[config.mk]
export PLATFORM = sky130hd
export DESIGN_NAME = tlb_xlate
export DESIGN_NICKNAME = d
export VERILOG_FILES = /design/src/rtl/tlb_xlate.sv
export SDC_FILE = /design/constraint.sdc
export NUM_CORES = 2
export LEC_CHECK = 0
export ABC_AREA = 1
export ABC_CLOCK_PERIOD_IN_PS = 5300
export CAP_MARGIN = 40
export CORE_UTILIZATION = 40
export DETAILED_ROUTE_END_ITERATION = 10
export PLACE_DENSITY = 0.56
export RECOVER_POWER = 25
export SLEW_MARGIN = 0
export SYNTH_ARGS = -nofsm -noshare
export SYNTH_HDL_FRONTEND = slang
export SYNTH_SLANG_ARGS = --single-unit
[constraint.sdc]
create_clock -name clk -period 5.3 [get_ports clk]
set_input_delay 1.325 -clock clk [delete_from_list [all_inputs] [get_ports clk]]
set_output_delay 1.325 -clock clk [all_outputs]
set_load 0.01 [all_outputs]
[src/rtl/tlb_xlate.sv]
module tlb_xlate #(
  parameter int ENTRIES = 64,
  parameter int VPN_W   = 20,
  parameter int OFF_W   = 12,
  parameter int ASID_W  = 6,
  parameter int PFN_W   = 20,
  localparam int IDX_W  = $clog2(ENTRIES),
  localparam int VA_W   = VPN_W + OFF_W,
  localparam int PA_W   = PFN_W + OFF_W
)(
  input  logic              clk,
  input  logic              rst_n,
  input  logic              lk_en,
  input  logic [VA_W-1:0]   lk_vaddr,
  input  logic [ASID_W-1:0] lk_asid,
  input  logic              lk_write,
  input  logic              wr_en,
  input  logic [IDX_W-1:0]  wr_idx,
  input  logic [VPN_W-1:0]  wr_vpn,
  input  logic [ASID_W-1:0] wr_asid,
  input  logic [PFN_W-1:0]  wr_pfn,
  input  logic              wr_valid,
  input  logic              wr_dirty,
  input  logic              wr_ref,
  input  logic              wr_wok,
  input  logic              inv_all,
  output logic              out_valid,
  output logic              out_hit,
  output logic              out_miss,
  output logic              out_prot,
  output logic              out_uncached,
  output logic [PA_W-1:0]   out_paddr,
  output logic              out_dirty,
  output logic              out_ref
);

  logic [ENTRIES-1:0] e_valid, e_dirty, e_ref, e_wok;
  logic [VPN_W-1:0]   e_vpn  [ENTRIES];
  logic [ASID_W-1:0]  e_asid [ENTRIES];
  logic [PFN_W-1:0]   e_pfn  [ENTRIES];

  always_ff @(posedge clk or negedge rst_n) begin
    if (!rst_n)       e_valid <= '0;
    else if (inv_all) e_valid <= '0;
    else if (wr_en)   e_valid[wr_idx] <= wr_valid;
  end

  always_ff @(posedge clk) begin
    if (wr_en && !inv_all) begin
      e_vpn[wr_idx]   <= wr_vpn;
      e_asid[wr_idx]  <= wr_asid;
      e_pfn[wr_idx]   <= wr_pfn;
      e_dirty[wr_idx] <= wr_dirty;
      e_ref[wr_idx]   <= wr_ref;
      e_wok[wr_idx]   <= wr_wok;
    end
  end

  wire [VPN_W-1:0] lk_vpn = lk_vaddr[VA_W-1 -: VPN_W];
  wire [2:0]       seg    = lk_vaddr[VA_W-1 -: 3];
  wire             bypass = (seg[2:1] == 2'b10);

  logic [ENTRIES-1:0] match;
  for (genvar g = 0; g < ENTRIES; g++) begin : g_cmp
    assign match[g] = e_valid[g] && (e_vpn[g] == lk_vpn) && (e_asid[g] == lk_asid);
  end

  logic [IDX_W-1:0] sel;
  logic             found;
  always_comb begin
    sel   = '0;
    found = 1'b0;
    for (int i = ENTRIES - 1; i >= 0; i--) begin
      if (match[i]) begin
        sel   = IDX_W'(i);
        found = 1'b1;
      end
    end
  end

  wire            denied  = found && lk_write && !e_wok[sel];
  wire            xl_ok   = !bypass && found && !denied;
  wire [PA_W-1:0] byp_pa  = {{(PA_W - VA_W + 3){1'b0}}, lk_vaddr[VA_W-4:0]};
  wire [PA_W-1:0] xl_pa   = {e_pfn[sel], lk_vaddr[OFF_W-1:0]};

  always_ff @(posedge clk or negedge rst_n) begin
    if (!rst_n) begin
      out_valid <= 1'b0; out_hit <= 1'b0; out_miss <= 1'b0; out_prot <= 1'b0;
      out_uncached <= 1'b0; out_paddr <= '0; out_dirty <= 1'b0; out_ref <= 1'b0;
    end else begin
      out_valid    <= lk_en;
      out_hit      <= lk_en && (bypass || xl_ok);
      out_miss     <= lk_en && !bypass && !found;
      out_prot     <= lk_en && !bypass && denied;
      out_uncached <= lk_en && (seg == 3'b101);
      out_paddr    <= !lk_en ? '0 : bypass ? byp_pa : xl_ok ? xl_pa : '0;
      out_dirty    <= lk_en && xl_ok && e_dirty[sel];
      out_ref      <= lk_en && xl_ok && e_ref[sel];
    end
  end

endmodule


=== Yosys cells after proc, flatten, opt, wreduce, memory -nomap -nowiden ===
Memories as Yosys holds them, arrays and structs flattened.
Cells that the tools add are included.

* $lt $le $gt $ge: 3
* Equal/unequal tests: 130
* Muxes and demuxes: 147
* Reductions and logical operators: 149

{| class="wikitable"
|+ Operators by type and width
! kind !! number
|-
| $eq A20 B20 Y1 || 64
|-
| $eq A6 B6 Y1 || 64
|-
| $mux W6 || 64
|-
| $bwmux W64 || 4
|-
| $logic_and A1 B1 Y1 || 142
|-
| $mux W64 || 2
|-
| $mux W32 || 3
|-
| $mux W1 || 70
|-
| $bmux W1 S6 || 3
|-
| $lt A6 B7 Y1 const B || 2
|-
| $demux W1 S6 || 1
|-
| $ge A6 B1 Y1 const B || 1
|-
| $logic_not A1 Y1 || 5
|-
| $eq A3 B3 Y1 const B || 1
|-
| $eq A2 B2 Y1 const B || 1
|-
| $reduce_bool A2 Y1 || 1
|-
| $logic_or A1 B1 Y1 || 1
|}

* Register bits after elaboration: 295
* Bits in writable memories: 2944
* Output and inout bits: 39
* Memories kept: 3

{| class="wikitable"
|+ Memories
! name !! depth !! width !! read ports !! clocked after memory_dff !! wr ports !! RTL line !! RTL
|-
| e_pfn || 64 || 20 || 1 || 0 || 1 || 40 || <nowiki>logic [PFN_W-1:0] e_pfn [ENTRIES];</nowiki>
|-
| e_vpn || 64 || 20 || 64 || 0 || 1 || 38 || <nowiki>logic [VPN_W-1:0] e_vpn [ENTRIES];</nowiki>
|-
| e_asid || 64 || 6 || 64 || 0 || 1 || 39 || <nowiki>logic [ASID_W-1:0] e_asid [ENTRIES];</nowiki>
|}

=== Longest topological paths before layout ===
An unclocked memory read counts as a cell.

* Depth in word-level cells: 77
* Depth in mapped cells: 88
* Gate-level depth less buffers: 83

=== Least setup slack after synthesis ===
Ideal clock, no wire load.

* Path kind: in2reg
* Start point: input wr_idx[4]
* End point: memory e_asid[27][0] (enable)
* Setup time: 580 ps
* Arrival time: 6979 ps
* Path slack: -2259 ps
* Cell stages on the path: 5
* Buffers on the path: 1
* Path through: clkbuf_1 > inv_1 > nor3_1 > inv_1 > nor4_1

{| class="wikitable"
|+ RTL lines
! what !! RTL line !! RTL
|-
| start, declared || 18 || <nowiki>input logic [IDX_W-1:0] wr_idx,</nowiki>
|-
| end, declared || 39 ||
|}

No word-level cell before the write port.

=== Worst setup path after layout ===
* Start point: input lk_vaddr[29]
* End point: register out_paddr[11]

* Longest elaborated chain between the ends: 76

{| class="wikitable"
|+ RTL lines
! what !! RTL line !! RTL
|-
| start, declared || 14 || <nowiki>input logic [VA_W-1:0] lk_vaddr,</nowiki>
|-
| $eq A20 B20 Y1 || 65 || <nowiki>assign match[g] = e_valid[g] && (e_vpn[g] == lk_vpn) && (e_asid[g] == lk_asid);</nowiki>
|-
| $logic_and A1 B1 Y1 (2 in series) || 65 ||
|-
| $mux W6 (64 in series) || 74 || <nowiki>if (match[i]) begin</nowiki>
|-
| $bmux W1 S6 || 81 || <nowiki>wire denied = found && lk_write && !e_wok[sel];</nowiki>
|-
| $mux W1 (not written as such) || 81 ||
|-
| $logic_not A1 Y1 || 81 ||
|-
| $logic_and A1 B1 Y1 || 81 ||
|-
| $logic_not A1 Y1 || 82 || <nowiki>wire xl_ok = !bypass && found && !denied;</nowiki>
|-
| $logic_and A1 B1 Y1 (*) || 82 ||
|-
| $mux W32 (*) (3 in series) || 96 || <nowiki>out_paddr <= !lk_en ? '0 : bypass ? byp_pa : xl_ok ? xl_pa : '0;</nowiki>
|-
| end signal, assigned || 96 ||
|-
| end, declared || 32 || <nowiki>output logic [PA_W-1:0] out_paddr,</nowiki>
|}

Every way passes the cells marked *; elsewhere a longest branch is shown, timed or not. The select of a mux whose other input is x is not followed.
A chain may end at the register's enable or synchronous reset.

==> impl_metrics.yaml <==
status:
  violations: "capacitance limit, slew limit, setup timing"
  outcome: "finished with violations"
setup_path:
  arrival_ns: 8.22
  start_kind: "primary input"
  critPathKind: "in -> reg"
  slowest_stage: "o21ai_2"
  crit_required_ns: 6.18
  end_kind: "flip-flop"
  cp_max_fo: 25
  path_common_cell: "nand2_1"
  critPathMaxStageDelay_ns: 0.21
routing:
  vias: 99500
  viasPerCell: 5.99
  wl_per_cell_um: 32.3
  antenna_left: 0
  firstDrtPassIters: 6
  drc_errors: 0
  drtIter0Drc: 14300
  totalWireLength_um: 536000
finish:
  area_growth_pct: 22.1
  final_cells: 16600
  fin_util: 0.492
  finish.net_count: 11900
  drive_above_1_share: 0.183
clock_tree:
  clk_pin_slew_ns: 0.06
  numCtsBuffers: 350
  cts_sinks: 3239
  cts_hold_buf: 0
  clk_latency_ns: 0.97
  h-tree-depth: 5
  cts_tree: "yes"
  cts-root-buf: "clkbuf_16"
  cts_buffer_depth: 4
grt:
  grt_antenna_before_repair: 57
  grt.total_usage: 0.306
  grt_pass1_vias: 93900
  grt-ovfl-total: 0
  grt_max_degree: 66
  grt_pass1_wl_um: 733000
synthesis:
  syn_avg_cell_area_um2: 12.6
  async_flop_share: 0.0318
  synth_top_flop_cell: "edfxtp_1"
  syn_area_um2: 136000
  synth.distinct_cells: 52
  synth_nets: 10800
  syn_inst: 10700
  synth_warnings: 0
  seq_area_frac_synth: 0.713
  synth_edf_count: 3136
  ys_ff_latch: 3239
power_and_ir_drop:
  p_leak_uw: 0.0590
  peakVddDrop_uv: 317
  power.density_nw_per_um2: 335
die:
  initial_core_util: 0.403
  placementRows: 213
  design.die.area_um2: 342000
  io_pins: 139
  die_width_um: 585
  fp.dieH_um: 585
  fp.coreArea_um2: 337000
placement:
  post-place-cells: 15800
  port_buffers: 138
  gp_congestion: 0.963
  dp_hpwl_um: 325000
flow_run:
  cap_violations: 50
timing:
  hold_slack_ns: 0.523
  rsz0062_at_grt: "yes"
  worst_slew_pin_slew_ns: 4.58
  post-route-min-period_ns: 7.34
  fmax_ghz: 0.136
  slew_headroom: -2.05
  final.period_utilization: 1.38
  setup_viol: 85
  fin_skew_ns: 0.0505
  fin_ws_ns: -2.04
  slew_violations: 1943
  final_hold_viol_count: 0
min_path:
  hold_class: "reg -> reg"
## state kept, by name (all words and copies together) (netlist names)
| name | cells |
|---|---|
| out_prot | 1 |
| out_miss | 1 |
| e_valid | 64 |
| out_uncached | 1 |
| e_wok | 64 |
| e_pfn | 1280 |
| out_paddr | 32 |
| out_valid | 1 |
| out_hit | 1 |
| e_vpn | 1280 |
| e_asid | 384 |
| out_ref | 1 |
| out_dirty | 1 |
| e_ref | 64 |
| e_dirty | 64 |
## cell type report
class / count / area [um^2]
Antenna cell: 20 / 50.0
Clock buffer: 456 / 9460
Clock inverter: 186 / 1810
Fill cell: 29100 / 171000
Inverter: 655 / 2630
Multi-Input combinational cell: 6181 / 35300
Sequential cell: 3239 / 96700
Tap cell: 4515 / 5650
Timing Repair Buffer: 1360 / 14200
Timing Repair inverter: 3 / 55.1
## Yosys cell counts (30+ instances only)
| library cell | number | area share |
|---|---|---|
| edfxtp_1 | 3136 | 0.69 |
| nand2_1 | 2101 | 0.058 |
| o21ai_0 | 892 | 0.033 |
| inv_1 | 637 | 0.018 |
| nand3_1 | 573 | 0.021 |
| o211ai_1 | 476 | 0.026 |
| nor2_1 | 305 | 0.0084 |
| clkbuf_1 | 283 | 0.0078 |
| xnor2_1 | 273 | 0.018 |
| buf_2 | 262 | 0.0097 |
| o22ai_1 | 244 | 0.011 |
| xor2_1 | 187 | 0.012 |
| nor4_1 | 180 | 0.0083 |
| a22o_1 | 148 | 0.0095 |
| o21bai_1 | 132 | 0.0073 |
| or2_2 | 116 | 0.0053 |
| dfrtp_1 | 103 | 0.019 |
| nand4_1 | 92 | 0.0042 |
| a221oi_1 | 75 | 0.0048 |
| buf_1 | 75 | 0.0021 |
| nor3_1 | 59 | 0.0022 |
| o2111ai_1 | 46 | 0.0030 |
| o21ai_1 | 46 | 0.0017 |
| or4_1 | 45 | 0.0025 |
| a2111oi_0 | 36 | 0.0023 |
| a21oi_1 | 30 | 0.0011 |
## per-layer routing
metal  vias to the layer above  GRT usage  wire, um
met1                     49800      0.404    200000
met3                      1460     0.0533     59000
li1                      41600          -         -
met4                        24      0.161     33900
met2                      6695      0.486    243000
met5                         -          0       381
## stage by stage
stage               instance area [um^2]  setup slack [ns]  total power, uW  setup TNS (ns)
global placement                  151000             -4.28            31400         -147.93
detailed placement                151000             -3.75            31400         -130.65
floorplan                         136000             -1.14            29600          -39.00
global route                      166000             -2.41            56600          -85.29
finish                            166000             -2.04            55600          -86.25
CTS                               165000             -1.79            55600          -61.75
## placed cells by master (no fill, tap or decap), drive strengths merged, types with 135 or more instances in the layout
| master | synthesis | routed |
|---|---|---|
| xor2 | 187 | 187 |
| clkbuf | 284 | 538 |
| xnor2 | 273 | 273 |
| inv | 651 | 668 |
| nor2 | 305 | 305 |
| o22ai | 244 | 244 |
| o211ai | 476 | 476 |
| nand2 | 2104 | 2104 |
| edfxtp | 3136 | 3136 |
| a22o | 148 | 148 |
| nand3 | 574 | 574 |
| buf | 375 | 1212 |
| nor4 | 180 | 180 |
| clkinv | 4 | 135 |
| o21ai | 938 | 938 |
## worst max-delay path: cells and delay by family
kind	cells	cell delay [ns]
buffers and inverters	19	2.54
AND/OR/NAND/NOR	45	3.91
AO/OA/AOI/OAI	2	0.34
## final timing paths
| path | start | end | slack (ns) | cells after the start |
|---|---|---|---|---|
| max in group asynchronous | rst_n | out_paddr[27]$_DFF_PN0_ | 1.35 | 2 |
| setup / recovery | lk_vaddr[29] | out_paddr[11]$_DFF_PN0_ | -2.04 | 66 |
| setup reg to reg | e_vpn[63][10]$_DFFE_PP_ | out_paddr[11]$_DFF_PN0_ | -1.81 | 64 |
| min in group asynchronous | rst_n | e_valid[15]$_DFFE_PN0P_ | 1.07 | 1 |
| hold reg to reg | e_valid[23]$_DFFE_PN0P_ | e_valid[23]$_DFFE_PN0P_ | 0.52 | 2 |
| hold / removal | e_valid[23]$_DFFE_PN0P_ | e_valid[23]$_DFFE_PN0P_ | 0.52 | 2 |
## where the power goes
group | switching, uW | internal, uW
Clock | 10400 | 14100
Combinational | 2100 | 710
Sequential | 45.5 | 28200
## timing repair
action                     CTS  global route
pin swaps                   67           120
setup endpoints to repair   36            36
setup buffers               66            19
cloned                      34            16
resized for setup          329           296
## kinds of logic (layout without fill, tap and decap cells)
family          after synthesis  count (layout)  share of synthesized area
other cells                   0              20                          0
flops                      3239            3239                      0.713
buf+inv                    1314            2660                     0.0404
xor+xnor                    460             460                     0.0297
compound gates             2184            2184                      0.104
simple gates               3537            3537                      0.114
No activity file was read; power rests on OpenSTA's default activity.
